===== src/rtl/cfc_pkg.sv =====
// Shared types for the clock source failover controller.
// Assumes a 2-bit source code; state encoding is private to the block.
package cfc_pkg;
    localparam int SRC_W = 2;

    localparam logic [SRC_W-1:0] SRC_EXT  = 2'b00;
    localparam logic [SRC_W-1:0] SRC_REF  = 2'b01;
    localparam logic [SRC_W-1:0] SRC_SCM  = 2'b10;
    localparam logic [SRC_W-1:0] SRC_LOCK = 2'b11;

    typedef enum logic [2:0] {
        ST_EXT_WAIT = 3'd0,
        ST_EXT_RUN  = 3'd1,
        ST_EXT_RST  = 3'd2,
        ST_BOOT     = 3'd3,
        ST_LOCK     = 3'd4,
        ST_FAIL_REF = 3'd5,
        ST_HALT     = 3'd6
    } cfc_state_e;
endpackage


===== src/rtl/cfc_hold_timer.sv =====
// Counts the cycles spent entering reset on the reference path.
// Assumes HOLD_CYC >= 2; the count restarts whenever the window is left.
module cfc_hold_timer #(
    parameter int HOLD_CYC = 4
) (
    input  logic clk,
    input  logic rst_n,
    input  logic in_window,
    output logic done
);
    localparam int CNT_W = $clog2(HOLD_CYC + 1);
    localparam logic [CNT_W-1:0] LAST = CNT_W'(HOLD_CYC - 1);

    logic [CNT_W-1:0] cnt_q;

    // Advance inside the window, clear outside it.
    always_ff @(posedge clk) begin
        if (!rst_n || !in_window) cnt_q <= '0;
        else if (cnt_q != LAST)   cnt_q <= cnt_q + 1'b1;
    end

    assign done = in_window && (cnt_q == LAST);

    // the count never passes the last window cycle.
    assert_cnt_bound_R5: assert property (@(posedge clk) disable iff (!rst_n)
        cnt_q <= LAST);
    // leaving the window restarts the count.
    assert_cnt_clear_R5: assert property (@(posedge clk) disable iff (!rst_n)
        !in_window |=> cnt_q == '0);
endmodule


===== src/rtl/cfc_next_state.sv =====
// Next-state logic of the failover controller.
// Assumes the status flags are already synchronous to clk.
module cfc_next_state
    import cfc_pkg::*;
(
    input  cfc_state_e state_q,
    input  logic       ext_clk_run,
    input  logic       ref_ok,
    input  logic       pll_lock,
    input  logic       scm_ok,
    input  logic       loc_fail,
    input  logic       loc_en,
    input  logic       rst_req,
    input  logic       hold_done,
    output cfc_state_e state_d
);
    // Select the following state from the current one and the flags.
    always_comb begin
        state_d = state_q;
        unique case (state_q)
            ST_EXT_WAIT: if (ext_clk_run) state_d = rst_req ? ST_EXT_RST : ST_EXT_RUN;
            ST_EXT_RUN: begin
                if (!ext_clk_run) state_d = ST_EXT_WAIT;
                else if (rst_req) state_d = ST_EXT_RST;
            end
            ST_EXT_RST: begin
                if (!ext_clk_run) state_d = ST_EXT_WAIT;
                else if (!rst_req) state_d = ST_EXT_RUN;
            end
            ST_BOOT: if (ref_ok && pll_lock && !rst_req) state_d = ST_LOCK;
            ST_LOCK: begin
                if (loc_fail)                state_d = loc_en ? ST_FAIL_REF : ST_HALT;
                else if (rst_req && scm_ok)  state_d = ST_BOOT;
            end
            ST_FAIL_REF: if (hold_done) state_d = scm_ok ? ST_BOOT : ST_HALT;
            ST_HALT: state_d = ST_HALT;
            default: state_d = ST_HALT;
        endcase
    end
endmodule


===== src/rtl/cfc_out_decode.sv =====
// Maps the controller state to source code, halt flag and reset.
// Assumes outputs follow the registered state with no extra delay.
module cfc_out_decode
    import cfc_pkg::*;
(
    input  cfc_state_e       state_q,
    output logic [SRC_W-1:0] src_sel,
    output logic             halted,
    output logic             sys_rst
);
    // Decode the outputs of each state.
    always_comb begin
        src_sel = SRC_REF;
        halted  = 1'b1;
        sys_rst = 1'b1;
        unique case (state_q)
            ST_EXT_WAIT: begin src_sel = SRC_EXT;  halted = 1'b1; sys_rst = 1'b1; end
            ST_EXT_RUN:  begin src_sel = SRC_EXT;  halted = 1'b0; sys_rst = 1'b0; end
            ST_EXT_RST:  begin src_sel = SRC_EXT;  halted = 1'b0; sys_rst = 1'b1; end
            ST_BOOT:     begin src_sel = SRC_SCM;  halted = 1'b0; sys_rst = 1'b1; end
            ST_LOCK:     begin src_sel = SRC_LOCK; halted = 1'b0; sys_rst = 1'b0; end
            ST_FAIL_REF: begin src_sel = SRC_REF;  halted = 1'b0; sys_rst = 1'b1; end
            ST_HALT:     begin src_sel = SRC_REF;  halted = 1'b1; sys_rst = 1'b1; end
            default:     begin src_sel = SRC_REF;  halted = 1'b1; sys_rst = 1'b1; end
        endcase
    end
endmodule


===== src/rtl/clk_failover_ctrl.sv =====
// Top of the clock source failover controller: state register plus
// next-state, hold-window timer and output decode. Assumes mode_pll is
// stable while rst_n is low; it is read only then.
module clk_failover_ctrl
    import cfc_pkg::*;
#(
    parameter int HOLD_CYC = 4
) (
    input  logic             clk,
    input  logic             rst_n,
    input  logic             mode_pll,
    input  logic             ext_clk_run,
    input  logic             ref_ok,
    input  logic             pll_lock,
    input  logic             scm_ok,
    input  logic             loc_fail,
    input  logic             loc_en,
    input  logic             rst_req,
    output logic [SRC_W-1:0] src_sel,
    output logic             halted,
    output logic             sys_rst
);
    cfc_state_e state_q, state_d;
    logic       hold_done;

    // Hold the controller state; the power-on reset picks the mode.
    always_ff @(posedge clk) begin
        if (!rst_n) state_q <= mode_pll ? ST_BOOT : ST_EXT_WAIT;
        else        state_q <= state_d;
    end

    cfc_hold_timer #(.HOLD_CYC(HOLD_CYC)) u_timer (
        .clk       (clk),
        .rst_n     (rst_n),
        .in_window (state_q == ST_FAIL_REF),
        .done      (hold_done)
    );

    cfc_next_state u_next (
        .state_q     (state_q),
        .ext_clk_run (ext_clk_run),
        .ref_ok      (ref_ok),
        .pll_lock    (pll_lock),
        .scm_ok      (scm_ok),
        .loc_fail    (loc_fail),
        .loc_en      (loc_en),
        .rst_req     (rst_req),
        .hold_done   (hold_done),
        .state_d     (state_d)
    );

    cfc_out_decode u_dec (
        .state_q (state_q),
        .src_sel (src_sel),
        .halted  (halted),
        .sys_rst (sys_rst)
    );

    // without a running external clock the block stays waiting.
    assert_ext_wait_R2: assert property (@(posedge clk) disable iff (!rst_n)
        (state_q == ST_EXT_WAIT && !ext_clk_run) |=> halted && src_sel == SRC_EXT);
    // lock is not reported before reference and lock are both seen.
    assert_boot_gate_R4: assert property (@(posedge clk) disable iff (!rst_n)
        (state_q == ST_BOOT && !(ref_ok && pll_lock)) |=> src_sel != SRC_LOCK);
    // disabled failover halts right away.
    assert_loc_dis_R8: assert property (@(posedge clk) disable iff (!rst_n)
        (state_q == ST_LOCK && loc_fail && !loc_en) |=> halted);
    // a request without self-clocked mode leaves the PLL locked.
    assert_req_ignored_R9: assert property (@(posedge clk) disable iff (!rst_n)
        (state_q == ST_LOCK && rst_req && !scm_ok && !loc_fail) |=> (src_sel == SRC_LOCK && !sys_rst));
    // the halted state is held until power-on reset.
    assert_halt_sticky_R10: assert property (@(posedge clk) disable iff (!rst_n)
        (state_q == ST_HALT) |=> halted && sys_rst);
    // a failure wins over a reset request.
    assert_fail_first_R11: assert property (@(posedge clk) disable iff (!rst_n)
        (state_q == ST_LOCK && loc_fail && loc_en) |=> src_sel == SRC_REF);
endmodule


===== config.mk =====
export PLATFORM = sky130hd
export DESIGN_NAME = clk_failover_ctrl
export DESIGN_NICKNAME = d
export VERILOG_FILES = /design/src/rtl/cfc_pkg.sv /design/src/rtl/cfc_hold_timer.sv /design/src/rtl/cfc_next_state.sv /design/src/rtl/cfc_out_decode.sv /design/src/rtl/clk_failover_ctrl.sv
export SDC_FILE = /design/constraint.sdc
export NUM_CORES = 1
export LEC_CHECK = 0
export CORE_AREA = 3 3 40 42
export CTS_CLUSTER_SIZE = 8
export DETAILED_ROUTE_END_ITERATION = 8
export DIE_AREA = 0 0 43 45
export MAX_ROUTING_LAYER = met4
export PLACE_DENSITY_LB_ADDON = 0.1
export SETUP_SLACK_MARGIN = 0.15
export SKIP_LAST_GASP = 1
export SYNTH_ARGS = -nofsm -noshare
export SYNTH_HDL_FRONTEND = slang
export SYNTH_SLANG_ARGS = --single-unit
export TNS_END_PERCENT = 20

===== constraint.sdc =====
create_clock -name clk -period 2.49 [get_ports clk]
set_input_delay 0.6225 -clock clk [delete_from_list [all_inputs] [get_ports clk]]
set_output_delay 0.6225 -clock clk [all_outputs]
set_load 0.03 [all_outputs]

==> qor.yml <==
layout_setup_ws_ns: 0.205
root_buffer: "clkbuf_4"
synth.area.top_cells: "edfxtp_1 17%, dfxtp_1 12%, and3b_1 5.1%"
grt_overflow_total: 0
h-tree-depth: 1
gp_congestion: 0.752
syn2layout_area_growth_pct: 31.6
grt_first_pass_wirelength_mm: 1.77
yosys.area.top_type: "edfxtp_1"
fin_crit_sh: 0.918
synth_cell_type_count: 32
rows: 13
routed-wl-met3_um: 72
cts.clk_slew.worst_paths_ns: 0.05
cts_buffer_depth: 2
fin_setup_tns_ns: 0
fmax_mhz: 438
drt-wirelength-per-cell_um: 12.1
synth-seq-area-share: 0.291
syn_inst: 62
ant_nets: 0
via_count: 482
p_per_area_mw_per_mm2: 1030
antenna_cells: 0
min_path_type: "flop to flop"
grt_pass1_vias: 433
top_signal_layer_used: "met4"
die_w_um: 43
slew_violations: 0
required_ns: 1.87
grt_util_all_layers: 0.131
post-route-drc-count: 0
drive_gt1_frac: 0.117
peakVddDrop_mv: 0.626
ioPinCount: 14
place_inst: 86
insertion_delay_ns: 0.25
cts-hold-fix-buffers: 0
syn_area_um2: 515
tritoncts: "done"
dr_wl_met2_um: 466
routed_wl_mm: 1.11
nNetsFinal: 90
yosysTopAreaCellShare: 0.175
ys_warn_count: 0
routed_via_density: 5.24
p_leak_uw: 0.000295
synth-seq-cells: 6
maxCapViolations: 0
cts_buffers: 3
outcome: "complete, no violations"
cp_max_fo: 8
cts_sinks: 6
finalPower_uw: 697
critPathLaunchType: "flop"
finalNonFillerCells: 92
rsz0062_at_grt: "yes"
period_minus_slack_ns: 2.28
grt_start_max_net_pins: 16
r2r_slack_ns: 0.65
drt-met1-wl_um: 557
dp.final_hpwl_um: 816
coreArea_mm2: 0.00128
finClkSkew_ns: 0.00723
mostFrequentLayoutCells: "11 x clkdlybuf4s50_1, 6 x nand2_1, 6 x nor2_1"
die_area_mm2: 0.00194
r2r_cells: 5
worst_pin_slew_ns: 0.367
final_common_cell: "clkdlybuf4s50_1"
setup_viol_count_final: 0
slew_headroom: 0.752
crit_type: "flop to output pin"
dieHeight_um: 45
antenna_found_initial: 0
syn_nets: 74
drt_iter0_markers: 11
dr.pass1.iters: 4
port_buffers: 13
end_kind: "output pin"
crit_arrival_ns: 1.66
post-place-ws_ns: 0.246
whs_path_depth: 2
initial_core_util: 0.401
hold_viol: 0
syn-mean-instance-area_um2: 8.31
-- flip-flops by register name, indices dropped and copies added (netlist names) --
name	count
state_q	3
u_timer.cnt_q	3
-- repair_timing --
item                       in CTS  in global routing
resized for setup               1                  1
setup endpoints to repair       2                  2
pin swaps                       0                  0
cloned                          0                  0
setup buffers                   0                  2
-- cells by family (layout without fill, tap and decap cells) --
group	Yosys count	in the layout	synth area share
mux	3	3	0.0607
xor+xnor	2	2	0.0340
flops	6	6	0.291
buf+inv	9	24	0.107
compound gates	14	14	0.184
fa+ha+maj	2	2	0.0485
simple gates	26	26	0.274
-- layer usage --
metal | GRT usage | up-vias
li1 | - | 254
met1 | 0.159 | 206
met4 | 0.0723 | 0
met3 | 0.0518 | 2
met5 | - | -
met2 | 0.186 | 20
-- where the power goes --
| part | leakage [uW] | switching, uW | internal, uW |
|---|---|---|---|
| registers | 0.0000563 | 43.0 | 141 |
| logic | 0.000224 | 222 | 189 |
| clock network | 0.0000150 | 41.0 | 61.1 |
-- path summary, 6_finish.rpt --
path,from,to
worst max register to register,u_timer.cnt_q[0]$_SDFFE_PN0N_,state_q[0]$_DFFE_PP_
worst min register to register,u_timer.cnt_q[2]$_SDFFE_PN0N_,u_timer.cnt_q[2]$_SDFFE_PN0N_
worst max-delay path,state_q[1]$_DFFE_PP_,sys_rst
worst min-delay path,u_timer.cnt_q[2]$_SDFFE_PN0N_,u_timer.cnt_q[2]$_SDFFE_PN0N_
-- layout make-up --
type | count | area (um2)
inverter | 3 | 11.3
multi-input combinational | 47 | 310
tap | 15 | 18.8
clock buffer | 4 | 26.3
sequential | 6 | 150
timing repair buffer | 17 | 161
fill | 136 | 607
-- worst max-delay path: stages (launching register included) --
cell             delay [ns]
edfxtp_1               0.48
buf_4                  0.17
inv_1                  0.04
nand2_1                0.05
clkdlybuf4s50_1        0.66
-- cells in the mapped netlist, drive strengths merged --
cell	count
nand2b	1
inv	3
a211oi	2
and3	1
o211ai	1
o311ai	1
edfxtp	3
ha	2
xor2	2
nor4	1
nand3	1
nand3b	2
mux2	1
or3b	1
nand2	6
o21ai	3
nor3	2
a31oi	2
a211o	1
mux2i	2
o31ai	1
clkbuf	1
buf	5
nor2b	1
dfxtp	3
a21oi	3
nor2	6
or3	1
and3b	3
-- metrics by stage --
stage          hold slack, ns  cell area (um2)  utilization
6_report                0.494              678        0.528
5_1_grt                 0.547              678        0.528
4_1_cts                 0.499              661        0.514
3_5_place_dp            0.489              636        0.495
3_3_place_gp            0.473              636        0.495
2_1_floorplan           0.454              515            -
(Power assumes the default switching activity.)
